`config.mk`:
```
export PLATFORM = sky130hd
export DESIGN_NAME = glitch_filter_bank
export DESIGN_NICKNAME = d
export VERILOG_FILES = /design/src/rtl/gf_pkg.sv /design/src/rtl/gf_regs.sv /design/src/rtl/gf_tick.sv /design/src/rtl/gf_cell.sv /design/src/rtl/glitch_filter_bank.sv
export SDC_FILE = /design/constraint.sdc
export NUM_CORES = 1
export LEC_CHECK = 0
export BUFFER_PORTS_ARGS = -buffer_cell sky130_fd_sc_hd__buf_2
export CAP_MARGIN = 5
export CORE_UTILIZATION = 47
export DETAILED_ROUTE_END_ITERATION = 16
export PLACE_DENSITY = 0.7
export SETUP_SLACK_MARGIN = 0.15
export SLEW_MARGIN = 5
export SYNTH_ARGS = -nofsm -noshare
export SYNTH_HDL_FRONTEND = slang
export SYNTH_SLANG_ARGS = --single-unit
```
`constraint.sdc`:
```
create_clock -name clk -period 3.24 [get_ports clk]
set_input_delay 0.324 -clock clk [delete_from_list [all_inputs] [get_ports clk]]
set_output_delay 0.324 -clock clk [all_outputs]
set_load 0.01 [all_outputs]
```
`src/rtl/gf_pkg.sv`:
```
// Package: shared constants and types of the glitch filter bank.
// Assumes byte addresses on a word-aligned register port.
package gf_pkg;

    // Register byte offsets
    localparam int OFS_ENABLE = 'h00;
    localparam int OFS_SOURCE = 'h04;
    localparam int OFS_LENGTH = 'h08;

    // Filter tick source
    typedef enum logic {
        SRC_FAST = 1'b0,
        SRC_SLOW = 1'b1
    } gf_src_e;

endpackage

```
`src/rtl/gf_regs.sv`:
```
// Module: gf_regs
// Holds the enable mask, the tick source select and the filter length.
// Reads are combinational. Writes take effect at the next clock edge.
// Assumes NUM_PINS <= DATA_W and LEN_W < DATA_W.
module gf_regs #(
    parameter int NUM_PINS = 32,
    parameter int LEN_W    = 5,
    parameter int DATA_W   = 32,
    parameter int ADDR_W   = 8,
    parameter logic [NUM_PINS-1:0] SUPPORT_MASK = '1
) (
    input  logic                clk,
    input  logic                rst_n,
    input  logic                we,
    input  logic [ADDR_W-1:0]   addr,
    input  logic [DATA_W-1:0]   wdata,
    output logic [DATA_W-1:0]   rdata,
    output logic [NUM_PINS-1:0] en_o,
    output gf_pkg::gf_src_e     src_o,
    output logic [LEN_W-1:0]    len_o
);
    import gf_pkg::*;

    localparam logic [ADDR_W-1:0] A_EN  = ADDR_W'(OFS_ENABLE);
    localparam logic [ADDR_W-1:0] A_SRC = ADDR_W'(OFS_SOURCE);
    localparam logic [ADDR_W-1:0] A_LEN = ADDR_W'(OFS_LENGTH);

    logic [NUM_PINS-1:0] en_q;
    gf_src_e             src_q;
    logic [LEN_W-1:0]    len_q;

    // Register update: masked enable write, select and length writes
    always_ff @(posedge clk) begin
        if (!rst_n) begin
            en_q  <= '0;
            src_q <= SRC_FAST;
            len_q <= '0;
        end else if (we) begin
            case (addr)
                A_EN:    en_q  <= wdata[NUM_PINS-1:0] & SUPPORT_MASK;
                A_SRC:   src_q <= gf_src_e'(wdata[0]);
                A_LEN:   len_q <= wdata[LEN_W-1:0];
                default: ;
            endcase
        end
    end

    // Read multiplexer: reserved bits and unmapped addresses return zero
    always_comb begin
        rdata = '0;
        case (addr)
            A_EN:    rdata[NUM_PINS-1:0] = en_q;
            A_SRC:   rdata[0]            = src_q;
            A_LEN:   rdata[LEN_W-1:0]    = len_q;
            default: rdata = '0;
        endcase
    end

    assign en_o  = en_q;
    assign src_o = src_q;
    assign len_o = len_q;

endmodule

```
`src/rtl/gf_tick.sv`:
```
// Module: gf_tick
// Produces the shared filter tick enable from the selected source.
// Fast mode ticks every cycle. Slow mode follows an external strobe,
// which is assumed to be already synchronous to clk.
module gf_tick (
    input  gf_pkg::gf_src_e src,
    input  logic            slow_tick,
    output logic            tick
);
    import gf_pkg::*;

    // Source selection
    always_comb begin
        case (src)
            SRC_SLOW: tick = slow_tick;
            default:  tick = 1'b1;
        endcase
    end

endmodule

```
`src/rtl/gf_cell.sv`:
```
// Module: gf_cell
// One pin filter. On each tick it samples din and counts consecutive
// ticks with an unchanged sample (saturating). When that count exceeds
// len, the sampled level is copied to the output. While en is low the
// state is cleared and dout is forced low.
// Assumes din is already synchronous to clk.
module gf_cell #(
    parameter int LEN_W = 5
) (
    input  logic             clk,
    input  logic             rst_n,
    input  logic             en,
    input  logic             tick,
    input  logic [LEN_W-1:0] len,
    input  logic             din,
    output logic             dout
);
    localparam int               CNT_W   = LEN_W + 1;
    localparam logic [CNT_W-1:0] CNT_MAX = '1;
    localparam logic [CNT_W-1:0] CNT_ONE = CNT_W'(1);

    logic             samp_q;
    logic             out_q;
    logic [CNT_W-1:0] cnt_q;
    logic [CNT_W-1:0] cnt_nxt;
    logic             pass;

    // Next run length and pass decision for the current sample
    always_comb begin
        if (din != samp_q)         cnt_nxt = CNT_ONE;
        else if (cnt_q == CNT_MAX) cnt_nxt = cnt_q;
        else                       cnt_nxt = cnt_q + CNT_ONE;
        pass = (cnt_nxt > {1'b0, len});
    end

    // Filter state: cleared on reset or disable, advanced on tick
    always_ff @(posedge clk) begin
        if (!rst_n || !en) begin
            samp_q <= 1'b0;
            cnt_q  <= '0;
            out_q  <= 1'b0;
        end else if (tick) begin
            samp_q <= din;
            cnt_q  <= cnt_nxt;
            if (pass) out_q <= din;
        end
    end

    assign dout = en & out_q;

endmodule

```
`src/rtl/glitch_filter_bank.sv`:
```
// Module: glitch_filter_bank (top)
// A bank of NUM_PINS glitch filters with one register port and one
// shared tick. Pins whose SUPPORT_MASK bit is 0 have no filter cell
// and a constant zero output. Assumes NUM_PINS <= DATA_W and that
// length and source change only while all filters are disabled.
module glitch_filter_bank #(
    parameter int NUM_PINS = 32,
    parameter int LEN_W    = 5,
    parameter int DATA_W   = 32,
    parameter int ADDR_W   = 8,
    parameter logic [NUM_PINS-1:0] SUPPORT_MASK = 32'h0FFF_FFFF
) (
    input  logic                clk,
    input  logic                rst_n,
    input  logic                slow_tick,
    input  logic                reg_we,
    input  logic [ADDR_W-1:0]   reg_addr,
    input  logic [DATA_W-1:0]   reg_wdata,
    output logic [DATA_W-1:0]   reg_rdata,
    input  logic [NUM_PINS-1:0] pin_in,
    output logic [NUM_PINS-1:0] pin_out
);
    import gf_pkg::*;

    logic [NUM_PINS-1:0] en_q;
    gf_src_e             src_q;
    logic [LEN_W-1:0]    len_q;
    logic                filt_tick;

    gf_regs #(
        .NUM_PINS     (NUM_PINS),
        .LEN_W        (LEN_W),
        .DATA_W       (DATA_W),
        .ADDR_W       (ADDR_W),
        .SUPPORT_MASK (SUPPORT_MASK)
    ) u_regs (
        .clk   (clk),
        .rst_n (rst_n),
        .we    (reg_we),
        .addr  (reg_addr),
        .wdata (reg_wdata),
        .rdata (reg_rdata),
        .en_o  (en_q),
        .src_o (src_q),
        .len_o (len_q)
    );

    gf_tick u_tick (
        .src       (src_q),
        .slow_tick (slow_tick),
        .tick      (filt_tick)
    );

    // One filter per supported pin; unsupported pins tie low
    for (genvar i = 0; i < NUM_PINS; i++) begin : g_pin
        if (SUPPORT_MASK[i]) begin : g_cell
            gf_cell #(.LEN_W(LEN_W)) u_cell (
                .clk   (clk),
                .rst_n (rst_n),
                .en    (en_q[i]),
                .tick  (filt_tick),
                .len   (len_q),
                .din   (pin_in[i]),
                .dout  (pin_out[i])
            );
        end else begin : g_none
            assign pin_out[i] = 1'b0;
        end
    end

endmodule

```
# --- Yosys cells after proc, flatten, opt, wreduce, memory -nomap -nowiden ---
# Cells that the tools add are included.
totals:
  inputBits: 76
  output_inout_bits: 64
  word_cells: 378
  reg_bits: 258
op_classes:
  mux: 60
  n_lt_le_gt_ge: 28
  bitwise_logic: 28
  reduce_logical: 89
  add_sub_neg: 28
  eq_ne: 58
op_table:
  columns: ["cell", "count"]
  rows:
  - ["2-to-1 mux 6 bit", 56]
  - ["adder 6 x 1 -> 6 bit (second input constant)", 28]
  - ["== test 6 bit (second input constant)", 28]
  - ["> comparator 6 x 5 -> 1 bit", 28]
  - ["AND reduction 2 bit", 31]
  - ["zero test 1 bit", 29]
  - ["bitwise AND 1 bit", 28]
  - ["logical OR 1 bit", 28]
  - ["!= test 1 bit", 28]
  - ["2-to-1 mux 23 bit", 1]
  - ["== test 8 x 3 -> 1 bit (second input constant)", 1]
  - ["== test 8 x 4 -> 1 bit (second input constant)", 1]
  - ["zero test 8 bit", 1]
  - ["case mux 4 bit (2 select lines)", 1]
  - ["case mux 1 bit (3 select lines)", 1]
  - ["2-to-1 mux 1 bit", 1]

# --- Longest topological paths before layout ---
logic_depth:
  depth_word: 5
  mapped_depth: 12
  ltp_nobuf: 11

# --- By module ---
# From an unflattened synthesis, not the netlist that was laid out.
unflattened:
  hier_cells: 2249
  hier_area_um2: 19052.0
by_module_without_submodules:
  columns: ["mod", "cells_each", "seq_area_each_um2", "n_inst", "area_per_inst_um2"]
  rows:
  - ["gf_cell", 73, 160.2, 28, 616.8]
  - ["gf_regs", 199, 680.7, 1, 1740.4]
  - ["glitch_filter_bank", 5, 0.0, 1, 33.8]
  - ["gf_tick", 1, 0.0, 1, 6.3]

# --- Worst setup path before layout ---
# OpenSTA, ideal clock, no wires.
synth_path:
  path_kind: "reg-to-reg"
  start: "register g_pin[17].g_cell.u_cell.cnt_q[0]"
  end: "register g_pin[17].g_cell.u_cell.out_q"
  stages_incl_launch_ff: 11
  synth_period_minus_slack_ps: 2468
  setup_ps: 72
  arrival_ps: 2396
  n_path_buf: 0
  required_ps: 3168
  slack_ps: 772
  cell_sequence: "dfxtp_1 -> ha_1 -> and3_1 -> nand3_1 -> mux2i_1 -> nor2_1 -> ha_1 -> and4_1 -> a221o_1 -> a21oi_1 -> mux2i_1"
synth_between:
  elab_chain_len: 5
  elab_cells_between_ends: 6
  classes_between: "add/sub (1); order compare (1); eq/ne (1); mux (2); reduce/logical (1)"
synth_rtl:
  columns: ["item", "line", "text"]
  rows:
  - ["start, declared", "gf_cell.sv:24", "logic [CNT_W-1:0] cnt_q;"]
  - ["start signal, assigned", "gf_cell.sv:44", "cnt_q <= cnt_nxt;"]
  - ["adder 6 x 1 -> 6 bit or == test 6 bit (tied branches)", "gf_cell.sv:32, gf_cell.sv:31", null]
  - ["2-to-1 mux 6 bit (*)", "gf_cell.sv:31", "else if (cnt_q == CNT_MAX) cnt_nxt = cnt_q;"]
  - ["2-to-1 mux 6 bit (*)", "gf_cell.sv:30", "if (din != samp_q) cnt_nxt = CNT_ONE;"]
  - ["named net g_pin[17].g_cell.u_cell.cnt_nxt[1]", "gf_cell.sv:25", "logic [CNT_W-1:0] cnt_nxt;"]
  - ["> comparator 6 x 5 -> 1 bit (*)", "gf_cell.sv:33", "pass = (cnt_nxt > {1'b0, len});"]
  - ["AND reduction 2 bit (no line) (*)", null, null]
  - ["end signal, assigned", "gf_cell.sv:45", "if (pass) out_q <= din;"]
  - ["end, declared", "gf_cell.sv:23", "logic out_q;"]
# Mark *: on every way through the listed nets, which the timed path passes. The rest lies on a longest branch.
# A chain may end at the register's enable or synchronous reset.

# --- Worst setup path in the final report ---
# Ends and elaborated chain as after synthesis.

==> flow_summary_export.csv <==
group,metric,value,unit
worst_setup_path,reg2reg_depth,10,
synth,syn_avg_cell_area,7.78,um2
synth,netlist_top_cells_area,"sky130_fd_sc_hd__dfxtp_1 29%, sky130_fd_sc_hd__ha_1 12%, sky130_fd_sc_hd__nand2_1 7.0%",
placed_design,dpl-instance-area,18700,um2
cts,tritoncts,"yes",
synth,synth_top_area_cell,"sky130_fd_sc_hd__dfxtp_1",
detailed_routing,detail_route.drc_violations,0,
worst_setup_path,cp_data_arrival_time,3.24,ns
placed_design,hpwl_after_detailed_placement,30500,um
worst_setup_path,crit_type,"reg -> reg",
hold_path,worstHoldPathCells,3,
cts,clkTransAtPathRegs,0.06,ns
finish,layout.cell_area.non_filler,19800,um2
cts,cts_root_buffer,"sky130_fd_sc_hd__clkbuf_16",
synth,ys_seq_elements,258,
floorplan,floorplan.initialDensity,47.5,%
global_routing,grt_antenna_before_repair,0,
timing,report.final.slew_viol_count,0,
timing,final-hold-violation-count,0,
cts,max-clock-path-buffers,3,
worst_setup_path,path_delay_family,"simple AND/OR/NAND/NOR gates",
detailed_routing,post_drt_via_cell_ratio,5.77,
synth,yosys_most_used_dff,"sky130_fd_sc_hd__dfxtp_1",
placed_design,gp_routability_congestion,0.869,
timing,tightestPinTransition,0.924,ns
global_routing,grt_overflow,0,
global_routing,grt_max_degree,58,
timing,max-slew-margin-rel,38.4,%
global_routing,grt_util_all_layers,22.6,%
worst_setup_path,worst-path-stages,10,
finish,synthToLayoutAreaGrowth,10.9,%
synth,synth.yosys.warnings,0,
pwr,power_leakage,7.94,nW
synth,synth.yosys.seq_area_share,28.9,%
worst_setup_path,crit_path_max_fanout,8,
worst_setup_path,worst_path_largest_cell_delay,0.42,ns
floorplan,floorplan.rows,71,
finish,post_route_cells_drive_above_1_share,9.86,%
global_routing,grt_pass1_vias,15601,
detailed_routing,wl_per_cell,15.4,um
pwr,p_per_area,357,nW/um2
worst_setup_path,crit_path_top_delay_cell,"sky130_fd_sc_hd__dfxtp_1",
cts,htreeDepth,2,
detailed_routing,initialDrtViolationCount,748,
timing,report.final.setup_viol,0,
worst_setup_path,critPathCaptureType,"flop",
timing,layout_min_cycle_time,2.82,ns
detailed_routing,drtAntennaViolNets,0,
cts,postCtsResizedCells,0,
cts,postCtsSetupBuffers,0,
cts,cts_inserted_buffers,34,
cts,worst_skew_pair.late_latency,0.51,ns
timing,timing.clock.skew,0.0263,ns
detailed_routing,finalWirelength,44200,um
finish,fillerInstances,3541,
timing,setup_repair_after_global_routing_missed_its_margin,"no",
synth,post_synth_instance_area,17900,um2
synth,synth_top_cell_area_share,28.9,%
placed_design,port-buffer-count,123,
floorplan,die_area,38800,um2
finish,n_antenna_cell,0,
floorplan,die-height,197,um
cts,tritoncts_num_sinks,258,
job,max_capacitance_violation_count,0,
synth,netlist-cell-type-count,48,
worst_setup_path,cells_along_the_critical_path,"ha_1 -> and3_1 -> nand3_1 -> mux2i_1 -> nor2_1 -> ha_1 -> and4_1 -> a221o_1 -> a21oi_1 -> mux2i_1",
finish,multi_input_comb_area,12000,um2
synth,number_of_flops_mapped_to_enable_cells_by_yosys,0,
floorplan,io_pins,140,
status,status,"finished, final reports clean",
detailed_routing,dr_total_vias,16578,
worst_setup_path,cp.required,3.66,ns
timing,finalSetupTns,0,ns
floorplan,die_w,197,um
timing,timing.final.crit_share,86.9,%
hold_path,holdCritPathClass,"in -> reg",
finish,area.sequential,5160,um2
pwr,irDropWorstVdd,0.000255,V
worst_setup_path,setup.worst_path.start_class,"flop",
timing,fmax,0.355,GHz
synth,synth_async_sr_flop_share,0,%
detailed_routing,drtPass1Iterations,5,
global_routing,grt_pass1_wl,73800,um
finish,nNetsFinal,2586,
timing,finalHoldWorstSlack,0.0478,ns
finish,finalCoreUtilization,52.7,%
worst_setup_path,worstPathBufferInverterCount,0,
synth,syn_inst,2296,
floorplan,core_area,37600,um2
cts,cts_hold_repair.buffers,0,
registers in the layout, summed over array words and instances, names as in the netlist:
name and count:
u_regs.en_o 28, g_pin.g_cell.u_cell.out_q 28, u_regs.len_o 5, g_pin.g_cell.u_cell.cnt_q 168
u_regs.src_o 1, g_pin.g_cell.u_cell.samp_q 28
synth_stat cells (28+ instances only):
cell type                  number
sky130_fd_sc_hd__nand2_1      334
sky130_fd_sc_hd__dfxtp_1      258
sky130_fd_sc_hd__a21oi_1      222
sky130_fd_sc_hd__nor2_1       191
sky130_fd_sc_hd__ha_1         168
sky130_fd_sc_hd__nand3_1      117
sky130_fd_sc_hd__nor3_1        94
sky130_fd_sc_hd__clkbuf_1      89
sky130_fd_sc_hd__and3_1        86
sky130_fd_sc_hd__mux2i_1       74
sky130_fd_sc_hd__a31oi_1       69
sky130_fd_sc_hd__xnor2_1       64
sky130_fd_sc_hd__a211oi_1      63
sky130_fd_sc_hd__o21ai_0       62
sky130_fd_sc_hd__and2_1        51
sky130_fd_sc_hd__buf_4         36
sky130_fd_sc_hd__nor2b_1       35
sky130_fd_sc_hd__xor2_1        33
sky130_fd_sc_hd__a22oi_1       28
worst paths after layout:
kind                                                 start                                    endpoint  slack (ns)
max          g_pin[17].g_cell.u_cell.cnt_q[0]$_SDFFE_PP0P_  g_pin[17].g_cell.u_cell.out_q$_SDFFE_PP0P_        0.42
min                                          reg_wdata[10]                u_regs.en_o[10]$_SDFFE_PN0P_        0.05
max reg2reg  g_pin[17].g_cell.u_cell.cnt_q[0]$_SDFFE_PP0P_  g_pin[17].g_cell.u_cell.out_q$_SDFFE_PP0P_        0.42
min reg2reg     g_pin[1].g_cell.u_cell.samp_q$_SDFFE_PP0P_  g_pin[1].g_cell.u_cell.samp_q$_SDFFE_PP0P_        0.46
final cells by class:
class | count | share of cell area [%]
multi-input combinational | 1892 | 60.5
sequential | 258 | 26.1
clock buffer | 48 | 5.13
timing repair buffer | 147 | 4.47
tap | 511 | 3.23
clock inverter | 9 | 0.398
inverter | 9 | 0.170
per-stage QoR:
step / cells / worst slack, ns / total power, W
floorplan: 2303 / 0.772 / 0.00338
global placement: 2817 / 0.546 / 0.00346
detailed placement: 2817 / 0.452 / 0.00347
CTS: 2874 / 0.428 / 0.00716
global route: 2874 / 0.154 / 0.00730
finish: 2874 / 0.424 / 0.00707
cells in the final DEF (no fill, tap or decap), drive strengths merged, types with 5 or more instances in the layout:
master and instances:
a211oi 63, a21boi 34, a21oi 222, a22oi 28
a31oi 69, and2 51, and3 86, and4b 21
buf 147, clkbuf 48, clkinv 5, conb 8
dfxtp 258, ha 168, inv 10, mux2 24
mux2i 74, nand2 334, nand2b 6, nand3 117
nand4 25, nor2 191, nor2b 35, nor3 95
nor3b 24, o211ai 27, o21ai 62, xnor2 64
xor2 33
kinds of logic (layout without fill, tap and decap cells):
group / after synthesis / count (layout) / share of synthesized area (%)
compound gates: 522 / 522 / 17.6
xor+xnor: 97 / 97 / 4.75
fa+ha+maj: 168 / 168 / 11.8
buf+inv: 153 / 213 / 4.22
flops: 258 / 258 / 28.9
mux: 98 / 98 / 5.66
other cells: 1 / 8 / 0.0210
simple gates: 999 / 999 / 27.0
per-layer routing:
metal | wire length [um] | vias to the layer above | GRT usage, %
li1 | - | 8364 | -
met1 | 20200 | 7818 | 28.7
met2 | 21600 | 340 | 40.4
met3 | 1790 | 56 | 2.67
met4 | 714 | 0 | 5.66
met5 | 0 | - | 0
where the power goes:
| part | switching, W | internal, W |
|---|---|---|
| Sequential | 0.00000130 | 0.00318 |
| Combinational | 0.000145 | 0.0000779 |
| Clock | 0.00141 | 0.00226 |
| Total | 0.00156 | 0.00551 |
worst register-to-register path: stages (launching register included):
cell                      delay [ns]
sky130_fd_sc_hd__dfxtp_1        0.42
sky130_fd_sc_hd__ha_1           0.28
sky130_fd_sc_hd__and3_1         0.25
sky130_fd_sc_hd__nand3_1        0.28
sky130_fd_sc_hd__mux2i_1        0.24
sky130_fd_sc_hd__nor2_1         0.06
sky130_fd_sc_hd__ha_1           0.30
sky130_fd_sc_hd__and4_1         0.18
sky130_fd_sc_hd__a221o_1        0.35
sky130_fd_sc_hd__a21oi_1        0.19
sky130_fd_sc_hd__mux2i_1        0.19
No activity file was read; power rests on OpenSTA's default activity.
